--- src/rtl/cc_line_inserter.sv ---
module cc_line_inserter #(
  parameter int LINE_W      = 11,
  parameter int PIX_W       = 13,
  parameter int PIX_PER_BIT = 4
) (
  input  logic              clk,
  input  logic              rst_n,
  input  logic              cfg_en,
  input  logic              cfg_field,
  input  logic [9:0]        cfg_hoff,
  input  logic [5:0]        cfg_line,
  input  logic              host_wr,
  input  logic [6:0]        host_word1,
  input  logic [6:0]        host_word2,
  output logic              data_ready,
  input  logic [LINE_W-1:0] line_num,
  input  logic [PIX_W-1:0]  pix_num,
  input  logic              field_id,
  input  logic              pix_ce,
  output logic              cc_level,
  output logic              cc_valid
);
  localparam int NBITS = 33;
  localparam int IDX_W = 6;
  localparam int SUB_W = (PIX_PER_BIT > 1) ? $clog2(PIX_PER_BIT) : 1;
  localparam logic [13:0] RUNIN = 14'b01_0101_0101_0101;

  logic [6:0]       w1, w2;
  logic             rdy, busy, took;
  logic [NBITS-1:0] shreg;
  logic [IDX_W-1:0] idx;
  logic [SUB_W-1:0] sub;

  logic [6:0]       c1, c2;
  logic [NBITS-1:0] frame_d;
  logic             hit, last_sub, last_bit;

  assign c1 = rdy ? w1 : 7'd0;
  assign c2 = rdy ? w2 : 7'd0;
  assign frame_d = {~^c2, c2, ~^c1, c1, 3'b100, RUNIN};

  assign hit = cfg_en && (field_id == cfg_field)
            && (line_num == LINE_W'(cfg_line))
            && (pix_num == PIX_W'(cfg_hoff));
  assign last_sub = (sub == SUB_W'(PIX_PER_BIT - 1));
  assign last_bit = (idx == IDX_W'(NBITS - 1));

  assign data_ready = rdy;
  assign cc_valid   = busy;
  assign cc_level   = busy & shreg[0];

  always_ff @(posedge clk) begin
    if (!rst_n) begin
      w1    <= '0;
      w2    <= '0;
      rdy   <= 1'b0;
      busy  <= 1'b0;
      took  <= 1'b0;
      shreg <= '0;
      idx   <= '0;
      sub   <= '0;
    end else begin
      if (host_wr && !rdy) begin
        w1  <= host_word1;
        w2  <= host_word2;
        rdy <= 1'b1;
      end
      if (pix_ce) begin
        if (!busy) begin
          if (hit) begin
            busy  <= 1'b1;
            shreg <= frame_d;
            took  <= rdy;
            idx   <= '0;
            sub   <= '0;
          end
        end else if (last_sub) begin
          sub <= '0;
          if (last_bit) begin
            busy  <= 1'b0;
            shreg <= '0;
            if (took) rdy <= 1'b0;
          end else begin
            idx   <= idx + 1'b1;
            shreg <= shreg >> 1;
          end
        end else begin
          sub <= sub + 1'b1;
        end
      end
    end
  end

  logic [15:0] chk_cnt;
  always_ff @(posedge clk) begin
    if (!rst_n) chk_cnt <= '0;
    else if (cc_valid && pix_ce) chk_cnt <= chk_cnt + 1'b1;
    else if (!cc_valid) chk_cnt <= '0;
  end

  p_frame_len_r6: assert property (@(posedge clk) disable iff (!rst_n)
    $fell(cc_valid) |-> (chk_cnt == 16'(NBITS * PIX_PER_BIT)));

  p_level_on_strobe_r6: assert property (@(posedge clk) disable iff (!rst_n)
    !$stable(cc_level) |-> $past(pix_ce));

  p_start_gate_r4: assert property (@(posedge clk) disable iff (!rst_n)
    $rose(cc_valid) |-> $past(cfg_en && pix_ce && (field_id == cfg_field)
                              && (line_num == LINE_W'(cfg_line))
                              && (pix_num == PIX_W'(cfg_hoff))));

  p_ready_clear_r8: assert property (@(posedge clk) disable iff (!rst_n)
    $fell(data_ready) |-> $fell(cc_valid));

  p_write_ignored_r3: assert property (@(posedge clk) disable iff (!rst_n)
    (data_ready && $past(data_ready)) |-> ($stable(w1) && $stable(w2)));

  p_quiet_level_r9: assert property (@(posedge clk) disable iff (!rst_n)
    !cc_valid |-> !cc_level);
endmodule

--- config.mk ---
export PLATFORM = sky130hd
export DESIGN_NAME = cc_line_inserter
export DESIGN_NICKNAME = d
export VERILOG_FILES = /design/src/rtl/cc_line_inserter.sv
export SDC_FILE = /design/constraint.sdc
export NUM_CORES = 1
export LEC_CHECK = 0
export CAP_MARGIN = 20
export CELL_PAD_IN_SITES_DETAIL_PLACEMENT = 0
export CELL_PAD_IN_SITES_GLOBAL_PLACEMENT = 1
export CORE_ASPECT_RATIO = 0.7
export CORE_UTILIZATION = 34
export CTS_BUF_LIST = sky130_fd_sc_hd__clkbuf_4
export CTS_CLUSTER_SIZE = 25
export DETAILED_ROUTE_END_ITERATION = 16
export GPL_TIMING_DRIVEN = 0
export MAX_ROUTING_LAYER = met4
export PLACE_DENSITY_LB_ADDON = 0.05
export SETUP_SLACK_MARGIN = 0.5
export SLEW_MARGIN = 20
export SYNTH_ARGS = -nofsm -noshare
export SYNTH_HDL_FRONTEND = slang
export SYNTH_SLANG_ARGS = --single-unit
export TNS_END_PERCENT = 20
--- constraint.sdc ---
create_clock -name clk -period 1.89 [get_ports clk]
set_input_delay 0.4725 -clock clk [delete_from_list [all_inputs] [get_ports clk]]
set_output_delay 0.4725 -clock clk [all_outputs]
set_load 0.02 [all_outputs]
==> impl_metrics.json <==
{
  "htreeDepth": 3,
  "max_freq_mhz": 541,
  "rsz0062_at_grt": "yes",
  "period_minus_slack_ns": 1.85,
  "skew_ns": 0.0186,
  "final_antenna_net_count": 0,
  "nets": 474,
  "syn_to_final_growth_pct": 37.3,
  "worstPathArrival_ns": 2.21,
  "cts_hold_buf": 0,
  "grt_usage_pct": 20.2,
  "synth_area_mm2": 0.00279,
  "min_period_over_period_pct": 97.8,
  "synth_nets": 390,
  "setup_viol": 0,
  "tritoncts": "built",
  "grt_start_max_net_pins": 11,
  "drive_above_1_share_pct": 21.0,
  "cts_buffer_depth": 2,
  "worstSetupEndpointType": "flop",
  "ys_seq_elements": 58,
  "ir_drop_uv": 408,
  "start_util_pct": 35.3,
  "yosysSeqAreaShare_pct": 41.7,
  "fin_util_pct": 48.4,
  "row_count": 27,
  "drt-pass1-iter-count": 5,
  "p_leak_nw": 1.69,
  "p_total_mw": 2.28,
  "viasPerCell": 5.14,
  "setup-tns-final_ns": 0,
  "status": "finished clean",
  "grt_pass1_vias": 2467,
  "clkTransAtPathRegs_ns": 0.10,
  "drt_iter0_drc": 154,
  "avgSynthCellArea_um2": 8.55,
  "nFillCells": 839,
  "path_cells": "clkdlybuf4s15_1 > xor2_1 > nor4_2 > nand3_2 > o31ai_4 > buf_6 > buf_4 > o211a_1",
  "antenna_found_initial": 0,
  "dp_cells": 490,
  "crit_type": "in2reg",
  "dieArea_mm2": 0.00857,
  "clk_latency_ns": 0.43,
  "mostFrequentLayoutCell": "nand2_1",
  "slowest_stage": "o31ai_4",
  "finalHoldViolations": 0,
  "startpoint_type": "input pin",
  "io_pins": 64,
  "synth_warnings": 0,
  "drv_slew": 0,
  "synth.distinct_cells": 33,
  "cts.sinks": 58,
  "wl_per_cell_um": 15.2,
  "final_cell_mix": "69 x nand2_1, 56 x dfxtp_1, 23 x o211a_1, 18 x clkbuf_2, 16 x clkdlybuf4s50_1",
  "place_area_mm2": 0.00356,
  "final_cells": 516,
  "core-area_mm2": 0.00791,
  "drv_cap": 0,
  "drc": 0,
  "cp_max_fo": 10,
  "cts.root.buffer_cell": "clkbuf_4",
  "hp-class": "reg2reg",
  "wl_mm": 7.85,
  "chipWidth_um": 110,
  "dp_hpwl_mm": 5.38,
  "diodes": 0,
  "cpPeakStageDelay_ns": 0.39,
  "critPathTopFamily": "buffers and inverters",
  "crit_required_ns": 2.25,
  "die_h_um": 77.8,
  "syn_inst": 326,
  "power.density_mw_per_mm2": 597,
  "postLayoutCellArea_mm2": 0.00383,
  "slew_headroom_pct": 61.2,
  "vias": 2650,
  "gr-total-overflow": 0,
  "worstPathBufferInverterCount": 3,
  "io_buffers": 63,
  "gp_congestion": 0.713,
  "numCtsBuffers": 9,
  "worst_pin_slew_ns": 0.582,
  "grt_first_pass_wirelength_mm": 12.7
}
final timing paths:
check,start,end,slack [ns],cells after the start
max,cfg_hoff[5],shreg[22]$_SDFFE_PN0P_,0.04,8
min,took$_SDFFE_PN0P_,data_ready$_SDFF_PN0_,0.44,1
max reg2reg,sub[0]$_SDFFE_PN0P_,shreg[22]$_SDFFE_PN0P_,0.10,6
min reg2reg,took$_SDFFE_PN0P_,data_ready$_SDFF_PN0_,0.44,1
flip-flops by register name, indices dropped and copies added (netlist names):
signal,flops
cc_valid,1
took,1
idx,6
sub,2
w1,7
data_ready,1
shreg,33
w2,7
cell type report:
cell class | instances | area (um2) | share of cell area (%)
plain buffers | 23 | 150 | 3.92
repair buffers | 73 | 629 | 16.4
multi-input cells | 241 | 1650 | 43.0
clock inverters | 6 | 23.8 | 0.621
inverters | 4 | 15.0 | 0.392
well taps | 101 | 126 | 3.30
flip-flops and latches | 58 | 1160 | 30.4
clock buffers | 10 | 75.1 | 1.96
synth_stat cells (all sizes together):
master | n | share of area (%)
nand2 | 71 | 9.6
dfxtp | 58 | 42
o211a | 23 | 8.3
o21ai | 23 | 4.1
clkbuf | 17 | 2.3
xor2 | 16 | 5.0
a21boi | 15 | 4.0
a22oi | 14 | 3.8
a21oi | 13 | 2.3
nand4 | 13 | 2.9
xnor2 | 13 | 4.1
nand3 | 7 | 1.4
buf | 6 | 1.3
nor4 | 6 | 1.3
inv | 4 | 0.54
and3 | 3 | 0.67
ha | 3 | 1.3
nand2b | 3 | 0.67
nor2 | 3 | 0.40
nor2b | 3 | 0.67
o31ai | 3 | 1.3
nor3 | 2 | 0.36
a31oi | 1 | 0.22
a32oi | 1 | 0.31
a41oi | 1 | 0.31
and2 | 1 | 0.22
o211ai | 1 | 0.27
o21a | 1 | 0.27
or2 | 1 | 0.22
metrics by stage:
step                      hold slack (ns)  setup slack (ns)
final                               0.443            0.0409
after global routing                0.471           -0.0226
after CTS                           0.446            0.0665
after detailed placement            0.431            -0.881
after global placement              0.422            -0.858
after floorplan                     0.406           -0.0229
what timing repair did:
action                                 4_1_cts  5_1_grt
resized for setup                          110       69
cloned                                       0        1
setup endpoints to repair                   57       60
pin swaps                                   29       25
endpoints found under the hold margin        0        0
setup buffers                                7        2
report_power, final:
part	internal (mW)	switching [mW]
logic	0.157	0.139
clock network	0.261	0.468
registers	1.24	0.0201
metal layers:
metal	vias up	track usage (%)	routed length, um
met5	-	-	0
met4	0	5.13	84
met3	9	6.22	650
met2	76	27.9	3220
met1	1235	28.5	3900
li1	1330	-	-
cell families (layout without fill, tap and decap cells):
| group | Yosys count | count (layout) | share of synthesized area, % |
|---|---|---|---|
| xor+xnor | 29 | 29 | 9.11 |
| simple gates | 113 | 113 | 18.5 |
| fa+ha+maj | 3 | 3 | 1.35 |
| compound gates | 96 | 96 | 25.2 |
| buf+inv | 27 | 116 | 4.17 |
| flops | 58 | 58 | 41.7 |
No activity file was read; power rests on OpenSTA's default activity.
